--- src/rtl/fgc_pkg.sv ---
package fgc_pkg;

    localparam int BUS_W = 16;
    localparam int ADDR_W = 2;
    localparam int CNT_W = 2 * BUS_W;

    typedef enum logic [1:0] {
        GT_IDLE = 2'd0,
        GT_OPEN = 2'd1,
        GT_TAIL = 2'd2
    } gate_st_e;

    // write-side map
    localparam logic [ADDR_W-1:0] WA_LEN_LO = 2'd0;
    localparam logic [ADDR_W-1:0] WA_LEN_HI = 2'd1;
    localparam logic [ADDR_W-1:0] WA_CTRL   = 2'd2;
    // read-side map
    localparam logic [ADDR_W-1:0] RA_STAT   = 2'd0;
    localparam logic [ADDR_W-1:0] RA_RES_LO = 2'd1;
    localparam logic [ADDR_W-1:0] RA_RES_HI = 2'd2;

    function automatic logic [BUS_W-1:0] status_word(input logic rdy);
        return {{(BUS_W-1){1'b0}}, rdy};
    endfunction

endpackage

--- src/rtl/fgc_edge_sync.sv ---
module fgc_edge_sync #(
    parameter int STAGES = 2
) (
    input  logic clk,
    input  logic rst,
    input  logic din,
    output logic rise
);
    // sh[STAGES-1] is the synchronized level, sh[STAGES] its delayed copy
    logic [STAGES:0] sh;

    always_ff @(posedge clk) begin
        if (rst) sh <= '0;
        else     sh <= {sh[STAGES-1:0], din};
    end

    assign rise = sh[STAGES-1] & ~sh[STAGES];
endmodule

--- src/rtl/fgc_gate.sv ---
module fgc_gate
    import fgc_pkg::*;
#(
    parameter int DUR_W = 24,
    parameter int CLK_PER_TICK = 50
) (
    input  logic             clk,
    input  logic             rst,
    input  logic             hold,
    input  logic [DUR_W-1:0] dur,
    input  logic             dur_valid,
    input  logic             rise,
    output logic             done,
    output logic [CNT_W-1:0] count,
    output logic             busy
);
    localparam int DIV_W = (CLK_PER_TICK > 1) ? $clog2(CLK_PER_TICK) : 1;
    localparam logic [DIV_W-1:0] DIV_LAST = DIV_W'(CLK_PER_TICK - 1);

    gate_st_e         st;
    logic [DIV_W-1:0] div;
    logic [DUR_W-1:0] left;
    logic [CNT_W-1:0] edges;
    logic             tick;

    assign tick  = (div == DIV_LAST);
    assign done  = (st == GT_TAIL) && rise && !hold;
    assign count = edges + 1'b1;
    assign busy  = (st != GT_IDLE);

    always_ff @(posedge clk) begin
        if (rst) begin
            st    <= GT_IDLE;
            div   <= '0;
            left  <= '0;
            edges <= '0;
        end else begin
            case (st)
                GT_IDLE: begin
                    if (!hold && dur_valid) begin
                        st    <= GT_OPEN;
                        div   <= '0;
                        left  <= dur;
                        edges <= '0;
                    end
                end
                GT_OPEN: begin
                    if (hold) begin
                        st <= GT_IDLE;
                    end else begin
                        if (rise) edges <= edges + 1'b1;
                        if (tick) begin
                            div <= '0;
                            if (left == '0) st <= GT_TAIL;
                            else            left <= left - 1'b1;
                        end else begin
                            div <= div + 1'b1;
                        end
                    end
                end
                GT_TAIL: begin
                    if (hold) begin
                        st <= GT_IDLE;
                    end else if (rise) begin
                        if (dur_valid) begin
                            st    <= GT_OPEN;
                            div   <= '0;
                            left  <= dur;
                            edges <= '0;
                        end else begin
                            st <= GT_IDLE;
                        end
                    end
                end
                default: st <= GT_IDLE;
            endcase
        end
    end
endmodule

--- src/rtl/fgc_regs.sv ---
module fgc_regs
    import fgc_pkg::*;
#(
    parameter int DUR_W = 24,
    parameter int unsigned DEFAULT_DUR = 32'h30D3F
) (
    input  logic              clk,
    input  logic              rst,
    input  logic              wr_en,
    input  logic [ADDR_W-1:0] addr,
    input  logic [BUS_W-1:0]  wdata,
    input  logic              rd_lo,
    input  logic              rd_hi,
    input  logic              done,
    input  logic [CNT_W-1:0]  count,
    output logic [DUR_W-1:0]  dur_q,
    output logic              hold_q,
    output logic              ready,
    output logic [CNT_W-1:0]  held_q
);
    localparam int HI_W = DUR_W - BUS_W;

    logic             lock_q;
    logic             pend_v;
    logic [CNT_W-1:0] pend_q;
    logic             locked;

    // a pair read is open from the low-half read until the high-half read
    assign locked = (lock_q | rd_lo) & ~rd_hi;

    always_ff @(posedge clk) begin
        if (rst) begin
            dur_q  <= DUR_W'(DEFAULT_DUR);
            hold_q <= 1'b0;
        end else if (wr_en) begin
            case (addr)
                WA_LEN_LO: dur_q[BUS_W-1:0]     <= wdata;
                WA_LEN_HI: dur_q[DUR_W-1:BUS_W] <= wdata[HI_W-1:0];
                WA_CTRL:   hold_q               <= wdata[0];
                default: ;
            endcase
        end
    end

    always_ff @(posedge clk) begin
        if (rst) begin
            lock_q <= 1'b0;
            pend_v <= 1'b0;
            pend_q <= '0;
            held_q <= '0;
            ready  <= 1'b0;
        end else begin
            lock_q <= locked;
            if (rd_hi) begin
                pend_v <= 1'b0;
                if (pend_v) begin
                    held_q <= pend_q;
                    ready  <= 1'b1;
                end else begin
                    ready  <= 1'b0;
                end
            end
            if (done) begin
                if (locked) begin
                    pend_q <= count;
                    pend_v <= 1'b1;
                end else begin
                    held_q <= count;
                    ready  <= 1'b1;
                end
            end
        end
    end
endmodule

--- src/rtl/freq_gate_counter.sv ---
module freq_gate_counter
    import fgc_pkg::*;
#(
    parameter int CLK_PER_TICK = 50,
    parameter int DUR_W = 24,
    parameter int unsigned DEFAULT_DUR = 32'h30D3F,
    parameter int SYNC_STAGES = 2
) (
    input  logic        clk,
    input  logic        rst,
    input  logic        sig_in,
    input  logic        wr_en,
    input  logic        rd_en,
    input  logic [1:0]  addr,
    input  logic [15:0] wdata,
    output logic [15:0] rdata,
    output logic        ready
);
    logic             rise;
    logic             rd_lo;
    logic             rd_hi;
    logic [DUR_W-1:0] dur_q;
    logic             dur_valid;
    logic             hold_q;
    logic             win_done;
    logic [CNT_W-1:0] win_count;
    logic             gate_busy;
    logic [CNT_W-1:0] held_q;

    assign rd_lo     = rd_en && (addr == RA_RES_LO);
    assign rd_hi     = rd_en && (addr == RA_RES_HI);
    assign dur_valid = |dur_q;

    fgc_edge_sync #(.STAGES(SYNC_STAGES)) u_sync (
        .clk(clk), .rst(rst), .din(sig_in), .rise(rise)
    );

    fgc_gate #(.DUR_W(DUR_W), .CLK_PER_TICK(CLK_PER_TICK)) u_gate (
        .clk(clk), .rst(rst), .hold(hold_q), .dur(dur_q),
        .dur_valid(dur_valid), .rise(rise), .done(win_done),
        .count(win_count), .busy(gate_busy)
    );

    fgc_regs #(.DUR_W(DUR_W), .DEFAULT_DUR(DEFAULT_DUR)) u_regs (
        .clk(clk), .rst(rst), .wr_en(wr_en), .addr(addr), .wdata(wdata),
        .rd_lo(rd_lo), .rd_hi(rd_hi), .done(win_done), .count(win_count),
        .dur_q(dur_q), .hold_q(hold_q), .ready(ready), .held_q(held_q)
    );

    always_comb begin
        case (addr)
            RA_STAT:   rdata = status_word(ready);
            RA_RES_LO: rdata = held_q[BUS_W-1:0];
            RA_RES_HI: rdata = held_q[CNT_W-1:BUS_W];
            default:   rdata = '0;
        endcase
    end
endmodule

--- config.mk ---
export PLATFORM = sky130hd
export DESIGN_NAME = freq_gate_counter
export DESIGN_NICKNAME = d
export VERILOG_FILES = /design/src/rtl/fgc_pkg.sv /design/src/rtl/fgc_edge_sync.sv /design/src/rtl/fgc_gate.sv /design/src/rtl/fgc_regs.sv /design/src/rtl/freq_gate_counter.sv
export SDC_FILE = /design/constraint.sdc
export NUM_CORES = 1
export LEC_CHECK = 0
export ABC_AREA = 1
export BUFFER_PORTS_ARGS = -buffer_cell sky130_fd_sc_hd__clkbuf_2
export CORE_MARGIN = 1.5
export CORE_UTILIZATION = 45
export CTS_CLUSTER_SIZE = 16
export DETAILED_ROUTE_END_ITERATION = 7
export PLACE_DENSITY = 0.59
export SLEW_MARGIN = 30
export SYNTH_ARGS = -nofsm -noshare
export SYNTH_HDL_FRONTEND = slang
export SYNTH_HIERARCHICAL = 1
export SYNTH_SLANG_ARGS = --single-unit
--- constraint.sdc ---
create_clock -name clk -period 3.1 [get_ports clk]
set_input_delay 0.155 -clock clk [delete_from_list [all_inputs] [get_ports clk]]
set_output_delay 0.155 -clock clk [all_outputs]
set_load 0.005 [all_outputs]
# Word level (Yosys, flattened, before mapping)
# Cells that the tools add are included.
[classes] add_sub_neg=3 n_mux=42 eq_ne=16 reduce_logical=19 bitwise=5
[op_table] op="32-bit two-way mux" n=10
[op_table] op="24-bit two-way mux" n=7
[op_table] op="32-bit case mux with 3 select lines" n=1
[op_table] op="24-bit case mux with 3 select lines" n=1
[op_table] op="16-bit case mux with 3 select lines" n=1
[op_table] op="6-bit two-way mux" n=6
[op_table] op="32-bit by 1-bit adder with 32-bit output (second input constant)" n=1
[op_table] op="24-bit zero test" n=1
[op_table] op="24-bit OR reduction" n=1
[op_table] op="24-bit by 1-bit subtractor with 24-bit output (second input constant)" n=1
[op_table] op="6-bit case mux with 3 select lines" n=1
[op_table] op="2-bit two-way mux" n=6
[op_table] op="2-bit by 1-bit inequality test with 1-bit output (second input constant)" n=5
[op_table] op="3-bit by 1-bit inequality test with 1-bit output (second input constant)" n=3
[op_table] op="1-bit two-way mux" n=8
[op_table] op="2-bit AND reduction" n=4
[op_table] op="8-bit AND reduction" n=1
[op_table] op="7-bit AND reduction" n=1
[op_table] op="6-bit by 1-bit adder with 6-bit output (second input constant)" n=1
[op_table] op="6-bit equality test (second input constant)" n=1
[op_table] op="2-bit inequality test (second input constant)" n=3
[op_table] op="2-bit case mux with 3 select lines" n=1
[op_table] op="6-bit AND reduction" n=1
[op_table] op="1-bit logical AND" n=5
[op_table] op="other kinds (9)" n=14
[word_totals] output_inout_bits=17 register_bits=159 input_bits=23

# Logic depth before layout (Yosys ltp)
# Gate-level depths: netlist (run 1).
[logic_depth] depth_word=6 ltp_mapped=16 ltp_nobuf=15

# Hierarchy
# The synthesis (run 1) kept the hierarchy.
[by_module_without_submodules] mod="fgc_gate" cells_per_inst=707 instances=1 area_per_inst_um2=4242.8
[by_module_without_submodules] mod="fgc_regs" cells_per_inst=563 instances=1 area_per_inst_um2=4025.1
[by_module_without_submodules] mod="freq_gate_counter" cells_per_inst=81 instances=1 area_per_inst_um2=379.1
[by_module_without_submodules] mod="fgc_edge_sync" cells_per_inst=10 instances=1 area_per_inst_um2=86.3

# Worst setup path before layout (run 1)
# No wires, ideal clock.
[synth_timing] kind="reg-to-reg" from="reg u_gate.edges[1]" to="reg u_regs.held_q[20]" period_less_slack_ns=1.704 setup_time_ns=0.115 arrival_time_ns=1.589 stages_incl_launch_ff=13 t_required_ns=2.985 path_slack_ns=1.396 n_path_buf=0 cell_sequence="dfxtp_1 > ha_1 > nand2_1 > nor2_1 > nand2_1 > nor2_2 > nand2_1 > nor2_1 > nand2_1 > and2_1 > nand3b_1 > nand2_1 > nor2_1"
[synth_via] elab_chain_cells=3
[synth_lines] element="from (decl)" line="fgc_gate.sv:23" rtl="logic [CNT_W-1:0] edges;"
[synth_lines] element="from (signal assigned)" line="fgc_gate.sv:51" rtl="if (rise) edges <= edges + 1'b1;"
[synth_lines] element="32-bit by 1-bit adder with 32-bit output" line="fgc_gate.sv:28" rtl="assign count = edges + 1'b1;"
[synth_lines] element="via win_count[20]" line="freq_gate_counter.sv:26" rtl="logic [CNT_W-1:0] win_count;"
[synth_lines] element="32-bit two-way mux" line="fgc_regs.sv:64" rtl="if (locked) begin"
[synth_lines] element="32-bit two-way mux" line="fgc_regs.sv:63" rtl="if (done) begin"
[synth_lines] element="to (signal assigned)" line="fgc_regs.sv:57" rtl="held_q <= pend_q;"
[synth_lines] element="to (signal assigned)" line="fgc_regs.sv:68" rtl="held_q <= count;"
[synth_lines] element="to (decl)" line="fgc_regs.sv:19" rtl="output logic [CNT_W-1:0] held_q"
# The timed path passes the listed nets, and every way through them passes these cells.
# A chain may end at the register's enable or synchronous reset.

# Worst setup path after layout (run 1)
[layout_timing] from="reg u_gate.st[1]" to="reg u_regs.pend_q[0]"
[layout_via] elab_chain_cells=4
[layout_lines] element="from (decl)" line="fgc_gate.sv:20" rtl="gate_st_e st;"
[layout_lines] element="from (signal assigned)" line="fgc_gate.sv:33" rtl="st <= GT_IDLE;"
[layout_lines] element="from (signal assigned)" line="fgc_gate.sv:41" rtl="st <= GT_OPEN;"
[layout_lines] element="from (signal assigned)" line="fgc_gate.sv:49" rtl="st <= GT_IDLE;"
[layout_lines] element="2-bit equality test" line="fgc_gate.sv:27" rtl="assign done = (st == GT_TAIL) && rise && !hold;"
[layout_lines] element="1-bit logical AND (2 in a row)" line="fgc_gate.sv:27"
[layout_lines] element="via win_done" line="freq_gate_counter.sv:25" rtl="logic win_done;"
[layout_lines] element="2-bit AND reduction (no line)"
[layout_lines] element="to (signal assigned)" line="fgc_regs.sv:65" rtl="pend_q <= count;"
[layout_lines] element="to (decl)" line="fgc_regs.sv:25" rtl="logic [CNT_W-1:0] pend_q;"
# The timed path passes the listed nets, and every way through them passes these cells.

==> run summary, run 1 <==
Vias in the first global route - 7,630
Gate Count Post-Synth - 1,360
MaxCap Viol Count - 0
# rows - 50
M1 WL - 13,200 um
Critical Path AT - 2.53 ns
Cell area after synthesis - 8730 um2
Worst hold stages - 3
WP depth - 6
Yosys warning total - 6
Post-CTS Hold Buffers - 13
Slew @ Worst Pin - 0.959 ns
Fmax - 441 MHz
Post-route cell area - 9680 um2
Clock Latency Late Sink - 0.43 ns
Final max-slew violation count - 0
CP Launch Type - flip-flop
CTS root buf - clkbuf_16
Worst-case reg-to-reg path depth - 6
# nets final - 1,400
Clk slew on worst S/H paths - 0.07 ns
Core area - 18,900 um2
Final hold violations - 0
Pleak - 0.00400 uW
Layout cells sized above 1 - 8.81%
Routed wl met3 - 1470 um
TritonCTS clock tree - built
Initial antenna violation count - 0
PwrDens - 616 nW/um2
Critical-path cell list - inv_1 > nor4_2 > buf_4 > nand3_2 > nand2_1 > a21oi_1
DIE AREA - 20,200 um2
H-Tree Depth - 4
Overall power - 5960 uW
Remaining antenna violation count - 0
DIE HEIGHT - 142 um
Syn Nets - 1,388
Total negative slack - 0 ns
Dpl ws - 0.845 ns
I/O Buffers - 39
CP bufs+invs - 2
Number of diodes - 0
Initial Util - 46.2%
Post-Route WL - 24,800 um
Crit Path Max Fanout - 33
Hpwl dp - 16,300 um
Met2 wire length - 9940 um
Pin count of the biggest net entering global routing - 84
Critical Path Max Stage Delay - 0.67 ns
Avg WL per Cell - 15.1 um
# IOs - 40
RSZ-0062 raised after global routing - false
Uppermost routed layer - met4
WS Path Type - reg2reg
Hold Path Class - in2reg
Number of placed cells counting well taps - 1,600
Syn avg cell area - 6.42 um2
Fin crit period - 2.27 ns
Initial detailed-routing violation count - 651
Drc violations - 0
Die width - 142 um
Global Route Usage Sum - 25.4%
Status - complete, no violations
Skew final - 0.00940 ns
CTS Sinks - 159
Grt ovf - 0
Setup Fix Bufs, Post-CTS - 0
Max VDD drop - 0.000347 V
Worst EP required - 3.36 ns
Cells resized by post-CTS repair - 0
CTS Buffer Depth - 2
Non-Filler Instances - 1,645
TritonCTS buffer count - 17
Routed via count - 8,534
Final setup viols - 0
Slew headroom - 36.1%
Final WS setup - 0.832 ns
Gpl congestion - 0.856
Mean number of vias per cell - 5.19
Cell Area, Placed - 8980 um2
First-pass GRT wire length - 40,700 um
First-pass DRT Iterations - 5
Delay-heaviest family, CP - simple AND/OR/NAND/NOR gates
Setup crit end kind - flip-flop
Area growth from synthesis to layout - 10.9%
Final worst-path cycle share - 73.2%
Slowest stage cell, crit path - nand3_2
[registers in the layout (all words and copies together) (netlist names)]
signal         flops
u_regs/ready       1
u_regs/held_q     32
u_gate/div         6
u_gate/left       24
u_regs/dur_q      24
u_regs/lock_q      1
u_regs/pend_q     32
u_gate/st          2
u_regs/hold_q      1
u_regs/pend_v      1
u_sync/sh          3
u_gate/edges      32
[per-layer routing]
metal / up-vias / global-route usage, %
li1: 4418 / -
met1: 3876 / 40.1
met2: 228 / 36.1
met3: 12 / 3.53
met4: 0 / 5.53
met5: - / 0
[stage by stage]
step | hold WS, ns | utilization (%)
after global placement | 0.354 | 47.5
final | 0.0123 | 51.3
after floorplan | 0.226 | -
after detailed placement | 0.352 | 47.5
after CTS | 0.000477 | 51.3
after global routing | 0.0277 | 51.3
[tightest hold or removal path: stages]
cell and delay, ns:
clkbuf_2 0.09, o21ai_0 0.07, nor2_1 0.08
[layout make-up]
class                   instances  area, um2
fillers                      1978       9210
multi-input cells            1051       4880
flip-flops and latches        159       3180
clock buffers                  18        439
repair buffers                 66        430
well taps                     260        325
inverters                      77        292
clock inverters                14        133
[cells in the final DEF (no fill, tap or decap), types with 3 or more instances in the layout]
cell type	instances
a21oi_1	120
and2_1	3
and3_1	3
buf_4	14
clkbuf_16	17
clkbuf_2	38
clkinv_4	3
clkinvlp_4	3
dfxtp_1	159
dlygate4sd3_1	13
ha_1	5
inv_1	70
inv_2	5
inv_6	5
nand2_1	439
nand2_2	6
nand2_4	3
nand3_1	94
nand3_2	3
nand3b_1	29
nand4_1	43
nor2_1	202
nor2_2	8
nor2_4	3
nor3_1	8
o21ai_0	36
o21ai_1	3
o21bai_1	3
o22ai_1	3
xnor2_1	8
xor2_1	17
[where the power goes]
group	total (uW)	internal [uW]	switching, uW
clock	2050	1140	912
sequential	2350	2190	166
combinational	1560	482	1070
[final timing paths]
path	slack, ns	start	end
worst max-delay path	0.83	u_gate/st[1]	u_regs/pend_q[0]
worst min-delay path	0.01	wdata[7]	u_regs/dur_q[7]
worst max register to register	0.83	u_gate/st[1]	u_regs/pend_q[0]
worst min register to register	0.40	u_sync/sh[0]	u_sync/sh[1]
(Power assumes the default switching activity.)
==> run 2: changes to the inputs <==
==> constraint.sdc (replaced) <==
create_clock -name clk -period 2.2 [get_ports clk]
set_input_delay 0.11 -clock clk [delete_from_list [all_inputs] [get_ports clk]]
set_output_delay 0.11 -clock clk [all_outputs]
set_load 0.005 [all_outputs]
==> run summary, run 2 (synthesized netlist as in run 1, its figures left out) <==
TritonCTS buffer count - 17 (unchanged)
# rows - 50 (unchanged)
WS Path Type - reg2reg
DIE AREA - 20,200 um2 (unchanged)
Hold Path Class - in2reg
Core area - 18,900 um2 (unchanged)
Final hold violations - 0 (unchanged)
Worst-case reg-to-reg path depth - 15 (+9)
# IOs - 40 (unchanged)
Int Pwr - 5600 uW (+47%)
Setup crit start - u_regs/dur_q[19]
Final max-slew violation count - 0 (unchanged)
Pleak - 0.00416 uW (+4.0%)
Overall power - 8740 uW (+47%)
First-pass GRT wire length - 40,600 um (-0.25%)
Setup crit end kind - flip-flop
Sw Share - 35.9% (-0.18 points)
MaxCap Viol Count - 0 (unchanged)
Remaining antenna violation count - 0 (unchanged)
Worst EP required - 2.56 ns (-0.80 ns)
Pin count of the biggest net entering global routing - 51 (-39%)
Reg2reg setup slack - 0.22 ns (-0.61 ns)
Crit Path Max Fanout - 14 (-58%)
RSZ-0062 raised after global routing - false
Cell Area, Placed - 9180 um2 (+2.2%)
Clock power frac - 35.4% (+1.0 points)
Fmax - 505 MHz (+14%)
Max VDD drop - 0.000677 V (+95%)
# nets final - 1,423 (+1.6%)
Initial Util - 46.2% (unchanged)
PwrDens - 876 nW/um2 (+42%)
Final setup viols - 0 (unchanged)
Slew headroom - 53.4% (+17 points)
Layout cells sized above 1 - 10.0% (+1.2 points)
CP Launch Type - flip-flop
Initial antenna violation count - 0 (unchanged)
Routed via count - 8,597 (+0.74%)
Dpl ws - 0.249 ns (-0.595 ns)
Final worst-path cycle share - 90.1% (+17 points)
Register share of total power - 37.8% (-1.7 points)
Post-Route WL - 24,800 um (+0.15%)
Drc violations - 0 (unchanged)
DIE HEIGHT - 142 um (unchanged)
Die width - 142 um (unchanged)
CTS Sinks - 159 (unchanged)
CTS root buf - clkbuf_16
Grt ovf - 0 (unchanged)
Setup Fix Bufs, Post-CTS - 0 (unchanged)
H-Tree Depth - 4 (unchanged)
Worst reg2reg startpoint - u_regs/dur_q[19]
Combinational power share - 26.8% (+0.7 points)
Final core occ - 52.8% (+1.5 points)
Global Route Usage Sum - 25.4% (about the same)
Vias in the first global route - 7,594 (-0.47%)
Skew final - 0.0116 ns (+0.00223 ns)
I/O Buffers - 39 (unchanged)
Post-route cell area - 9970 um2 (+3.0%)
First-pass DRT Iterations - 5 (unchanged)
Final WS setup - 0.219 ns (-0.613 ns)
Critical Path Sink - u_gate/left[13]
Hpwl dp - 16,800 um (+2.9%)
Mean number of vias per cell - 5.15 (-0.65%)
Gpl congestion - 0.891 (+4.2%)
Number of diodes - 0 (unchanged)
TritonCTS clock tree - built
NetSw - 3140 uW (+46%)
Critical Path AT - 2.34 ns (-0.19 ns)
Commonest non-fill, non-tap cell in the layout - nand2_1
Total negative slack - 0 ns (unchanged)
Fin crit period - 1.98 ns (-0.287 ns)
Avg WL per Cell - 14.9 um (-1.2%)
Area growth from synthesis to layout - 14.2%
Commonest cells after routing, fill and taps aside - nand2_1, nor2_1, dfxtp_1, a21oi_1, nand3_1
Status - complete, no violations
CTS Buffer Depth - 2 (unchanged)
Clock Latency Late Sink - 0.43 ns (about the same)
Clk slew on worst S/H paths - 0.07 ns (about the same)
Initial detailed-routing violation count - 768 (+18%)
Slew @ Worst Pin - 0.697 ns (-0.262 ns)
Worst flop-to-flop path endpoint - u_gate/left[13]
Registers with the most flip-flops - u_gate/edges (32), u_regs/held_q (32), u_regs/pend_q (32)
-- run 2: cell types whose count changed in the layout (fill, tap and decap cells not counted), sizes merged --
cell / delta
clkinvlp: -2
inv: +3
buf: +18
clkinv: -2
bufinv: +1
dlygate4sd3: +5
-- run 2: layout make-up --
type	instances	area, um2
Fill cell	1953	8920
Multi-Input combinational cell	1051	4880
Sequential cell	159	3180
Timing Repair Buffer	89	678
Clock buffer	18	439
Tap cell	260	325
Inverter	77	292
Clock inverter	14	171
-- run 2: timing repair --
item / CTS / global route
gates resized for setup: 0 / 1
hold endpoints to repair: 26 / 0
setup endpoints to repair: 0 / 1
hold buffers: 18 / 0
-- run 2: how the worst min path moves through the flow --
stage,slack [ns],endpoint,start,cells after the start
finish,0.09,u_regs/hold_q,addr[0],4
global route,0.12,u_regs/hold_q,addr[0],4
CTS,0.08,u_regs/hold_q,addr[0],4
detailed placement,0.31,u_sync/sh[0],sig_in,3
global placement,0.31,u_sync/sh[0],sig_in,3
floorplan,0.18,u_sync/sh[0],rst,1
-- run 2: worst max-delay path, cell delays in order (launching register included) --
cell,delay [ns]
dfxtp_1,0.34
nor2_1,0.12
nand2_1,0.06
nor2_1,0.12
nand3_1,0.20
nand2_1,0.14
nand2_1,0.07
nand2_1,0.10
inv_2,0.05
nand2_4,0.10
nor2_4,0.05
nand2_4,0.15
inv_2,0.15
nand2_1,0.09
nand2_1,0.06
a21oi_1,0.12
-- run 2: power groups by stage --
stage                     logic, uW  clock network (uW)  registers [uW]
after global routing           2640                3250            3340
after floorplan                1750                   0            3300
after global placement         2310                   0            3370
final                          2340                3090            3310
after detailed placement       2280                   0            3370
after CTS                      2320                3150            3300
-- run 2: per-stage QoR --
stage                     hold slack [ns]  cells
final                              0.0908   1668
after global placement              0.310   1618
after global routing                0.125   1668
after floorplan                     0.181   1360
after CTS                          0.0778   1668
after detailed placement            0.313   1618
-- run 2: layer usage --
layer	routed length, um	track usage, %
met1	13200	40.5
met2	10100	35.7
met3	1380	2.83
met4	227	6.40
met5	0	0
==> run 3: changes to the inputs <==
--- a/config.mk
+++ b/config.mk
@@ -12,6 +12,7 @@
 export CTS_CLUSTER_SIZE = 16
 export DETAILED_ROUTE_END_ITERATION = 7
 export PLACE_DENSITY = 0.59
+export REMOVE_ABC_BUFFERS = 1
 export SLEW_MARGIN = 30
 export SYNTH_ARGS = -nofsm -noshare
 export SYNTH_HDL_FRONTEND = slang
==> run summary, run 3 (synthesized netlist as in run 1, its figures left out) <==
Registers with the most flip-flops - u_gate/edges (32), u_regs/held_q (32), u_regs/pend_q (32)
Mean number of vias per cell - 5.18 (+0.54%)
Final WS setup - 0.193 ns (-0.0258 ns)
Drc violations - 0 (unchanged)
Pin count of the biggest net entering global routing - 67 (+31%)
Post-Route WL - 24,500 um (-1.2%)
Worst EP required - 2.52 ns (-0.04 ns)
Setup crit start - u_gate/edges[1]
Worst reg2reg startpoint - u_gate/edges[1]
Max VDD drop - 0.000497 V (-27%)
Remaining antenna violation count - 0 (unchanged)
Final core occ - 52.7% (about the same)
# rows - 50 (unchanged)
Int Pwr - 5740 uW (+2.5%)
Number of diodes - 0 (unchanged)
First-pass DRT Iterations - 4 (-1)
Worst hold start - rst
NetSw - 2970 uW (-5.3%)
Status - complete, no violations
Setup crit end kind - flip-flop
CTS Sinks - 159 (unchanged)
H-Tree Depth - 4 (unchanged)
Die width - 142 um (unchanged)
Slew @ Worst Pin - 0.760 ns (+0.0637 ns)
# IOs - 40 (unchanged)
DIE AREA - 20,200 um2 (unchanged)
Critical Path AT - 2.33 ns (about the same)
Routed via count - 8,633 (+0.42%)
Dpl ws - 0.139 ns (-0.110 ns)
Final setup viols - 0 (unchanged)
First-pass GRT wire length - 40,300 um (-0.73%)
Global Route Usage Sum - 25.0% (-0.41 points)
Fin crit period - 2.01 ns (+0.0258 ns)
Clock Latency Late Sink - 0.43 ns (about the same)
DIE HEIGHT - 142 um (unchanged)
Hold Path Class - in2reg
Layout cells sized above 1 - 9.96% (-0.057 points)
CTS Buffer Depth - 2 (unchanged)
Final worst-path cycle share - 91.2% (+1.2 points)
RSZ-0062 raised after global routing - false
Vias in the first global route - 8,008 (+5.5%)
Area growth from synthesis to layout - 14.1% (about the same)
Fmax - 498 MHz (-1.3%)
Commonest cells after routing, fill and taps aside - nand2_1, nor2_1, dfxtp_1, a21oi_1, nand3_1
Combinational power share - 27.0% (+0.2 points)
MaxCap Viol Count - 0 (unchanged)
Clk slew on worst S/H paths - 0.06 ns (about the same)
Initial antenna violation count - 0 (unchanged)
I/O Buffers - 39 (unchanged)
TritonCTS clock tree - built
CP Launch Type - flip-flop
TritonCTS buffer count - 17 (unchanged)
Final hold violations - 0 (unchanged)
Critical Path Sink - u_regs/held_q[20]
WS Path Type - reg2reg
Clock power frac - 35.2% (-0.2 points)
Slew headroom - 49.1% (-4.3 points)
Number of placed cells counting well taps - 1,614 (-0.25%)
Gpl congestion - 0.902 (+1.2%)
Worst-case reg-to-reg path depth - 12 (-3)
Skew final - 0.0194 ns (+0.00777 ns)
PwrDens - 874 nW/um2 (-0.23%)
Grt ovf - 0 (unchanged)
Pleak - 0.00415 uW (-0.36%)
Commonest non-fill, non-tap cell in the layout - nand2_1
Core area - 18,900 um2 (unchanged)
Crit Path Max Fanout - 4 (-10)
Worst flop-to-flop path endpoint - u_regs/held_q[20]
Reg2reg setup slack - 0.19 ns (-0.03 ns)
# nets final - 1,421 (-0.14%)
Initial Util - 46.2% (unchanged)
Initial detailed-routing violation count - 537 (-30%)
Final max-slew violation count - 0 (unchanged)
Sw Share - 34.1% (-1.8 points)
CTS root buf - clkbuf_16
Hpwl dp - 16,500 um (-1.5%)
Avg WL per Cell - 14.7 um (-1.1%)
Register share of total power - 37.8% (about the same)
Non-Filler Instances - 1,666 (-0.12%)
## run 3: cell count changes in the layout (fill, tap and decap cells not counted), sizes merged
| cell | before | now |
|---|---|---|
| buf | 33 | 32 |
| clkbuf | 56 | 62 |
| inv | 84 | 77 |
| dlygate4sd3 | 18 | 17 |
| clkinvlp | 1 | 3 |
| clkinv | 4 | 3 |
## run 3: through the flow
step | cell area [um2] | hold slack [ns] | power [uW] | setup TNS, ns
after global routing | 9960 | 0.0262 | 9250 | 0
after detailed placement | 9150 | 0.317 | 5610 | 0
final | 9960 | 0.0202 | 8710 | 0
after floorplan | 8340 | 0.179 | 4890 | -365.25
after CTS | 9930 | 0.00651 | 8700 | 0
after global placement | 9150 | 0.318 | 5610 | 0
## run 3: area by class of cell
cell class                      instances  area (um2)
Multi-Input combinational cell       1051        4890
Fill cell                            1991        8930
Timing Repair Buffer                   87         661
Inverter                               77         294
Tap cell                              260         325
Clock buffer                           24         512
Clock inverter                          8         101
Sequential cell                       159        3180
## run 3: power groups by stage
stage	clock network (uW)	registers, uW	logic (uW)
final	3070	3290	2350
after global routing	3260	3330	2670
after CTS	3120	3290	2290
after detailed placement	0	3350	2260
after global placement	0	3360	2250
after floorplan	0	3300	1590
## run 3: what timing repair did
item	in CTS	in global routing
gates resized for setup	0	4
endpoints found under the setup margin	0	23
buffers inserted	0	3
hold buffers	17	0
hold endpoints to repair	23	0
## run 3: critical path, cell delays in order, from the launching register on
cell      delay, ns
dfxtp_1        0.39
ha_1           0.24
nand2_1        0.07
nor2_1         0.14
nand2_1        0.10
nor2_2         0.19
nand2_1        0.15
nor2_1         0.12
nand2_1        0.07
and2_1         0.17
nand3b_1       0.15
nand2_1        0.06
nor2_1         0.04
## run 3: routing by layer
| metal | vias up | global-route usage (%) | wire length (um) |
|---|---|---|---|
| li1 | 4458 | - | - |
| met1 | 3989 | 32.7 | 11600 |
| met2 | 165 | 43.0 | 11800 |
| met3 | 21 | 3.80 | 839 |
| met4 | 0 | 6.51 | 334 |
| met5 | - | 0 | 0 |
## run 3: worst min-delay path by stage
stage	endpoint	slack, ns	cells past startpoint
3_3_place_gp	u_sync/sh[0]	0.32	3
3_5_place_dp	u_sync/sh[0]	0.32	3
5_1_grt	u_regs/pend_q[7]	0.03	2
6_report	u_regs/pend_q[7]	0.02	2
2_1_floorplan	u_gate/edges[10]	0.18	1
4_1_cts	u_regs/dur_q[9]	0.007	3
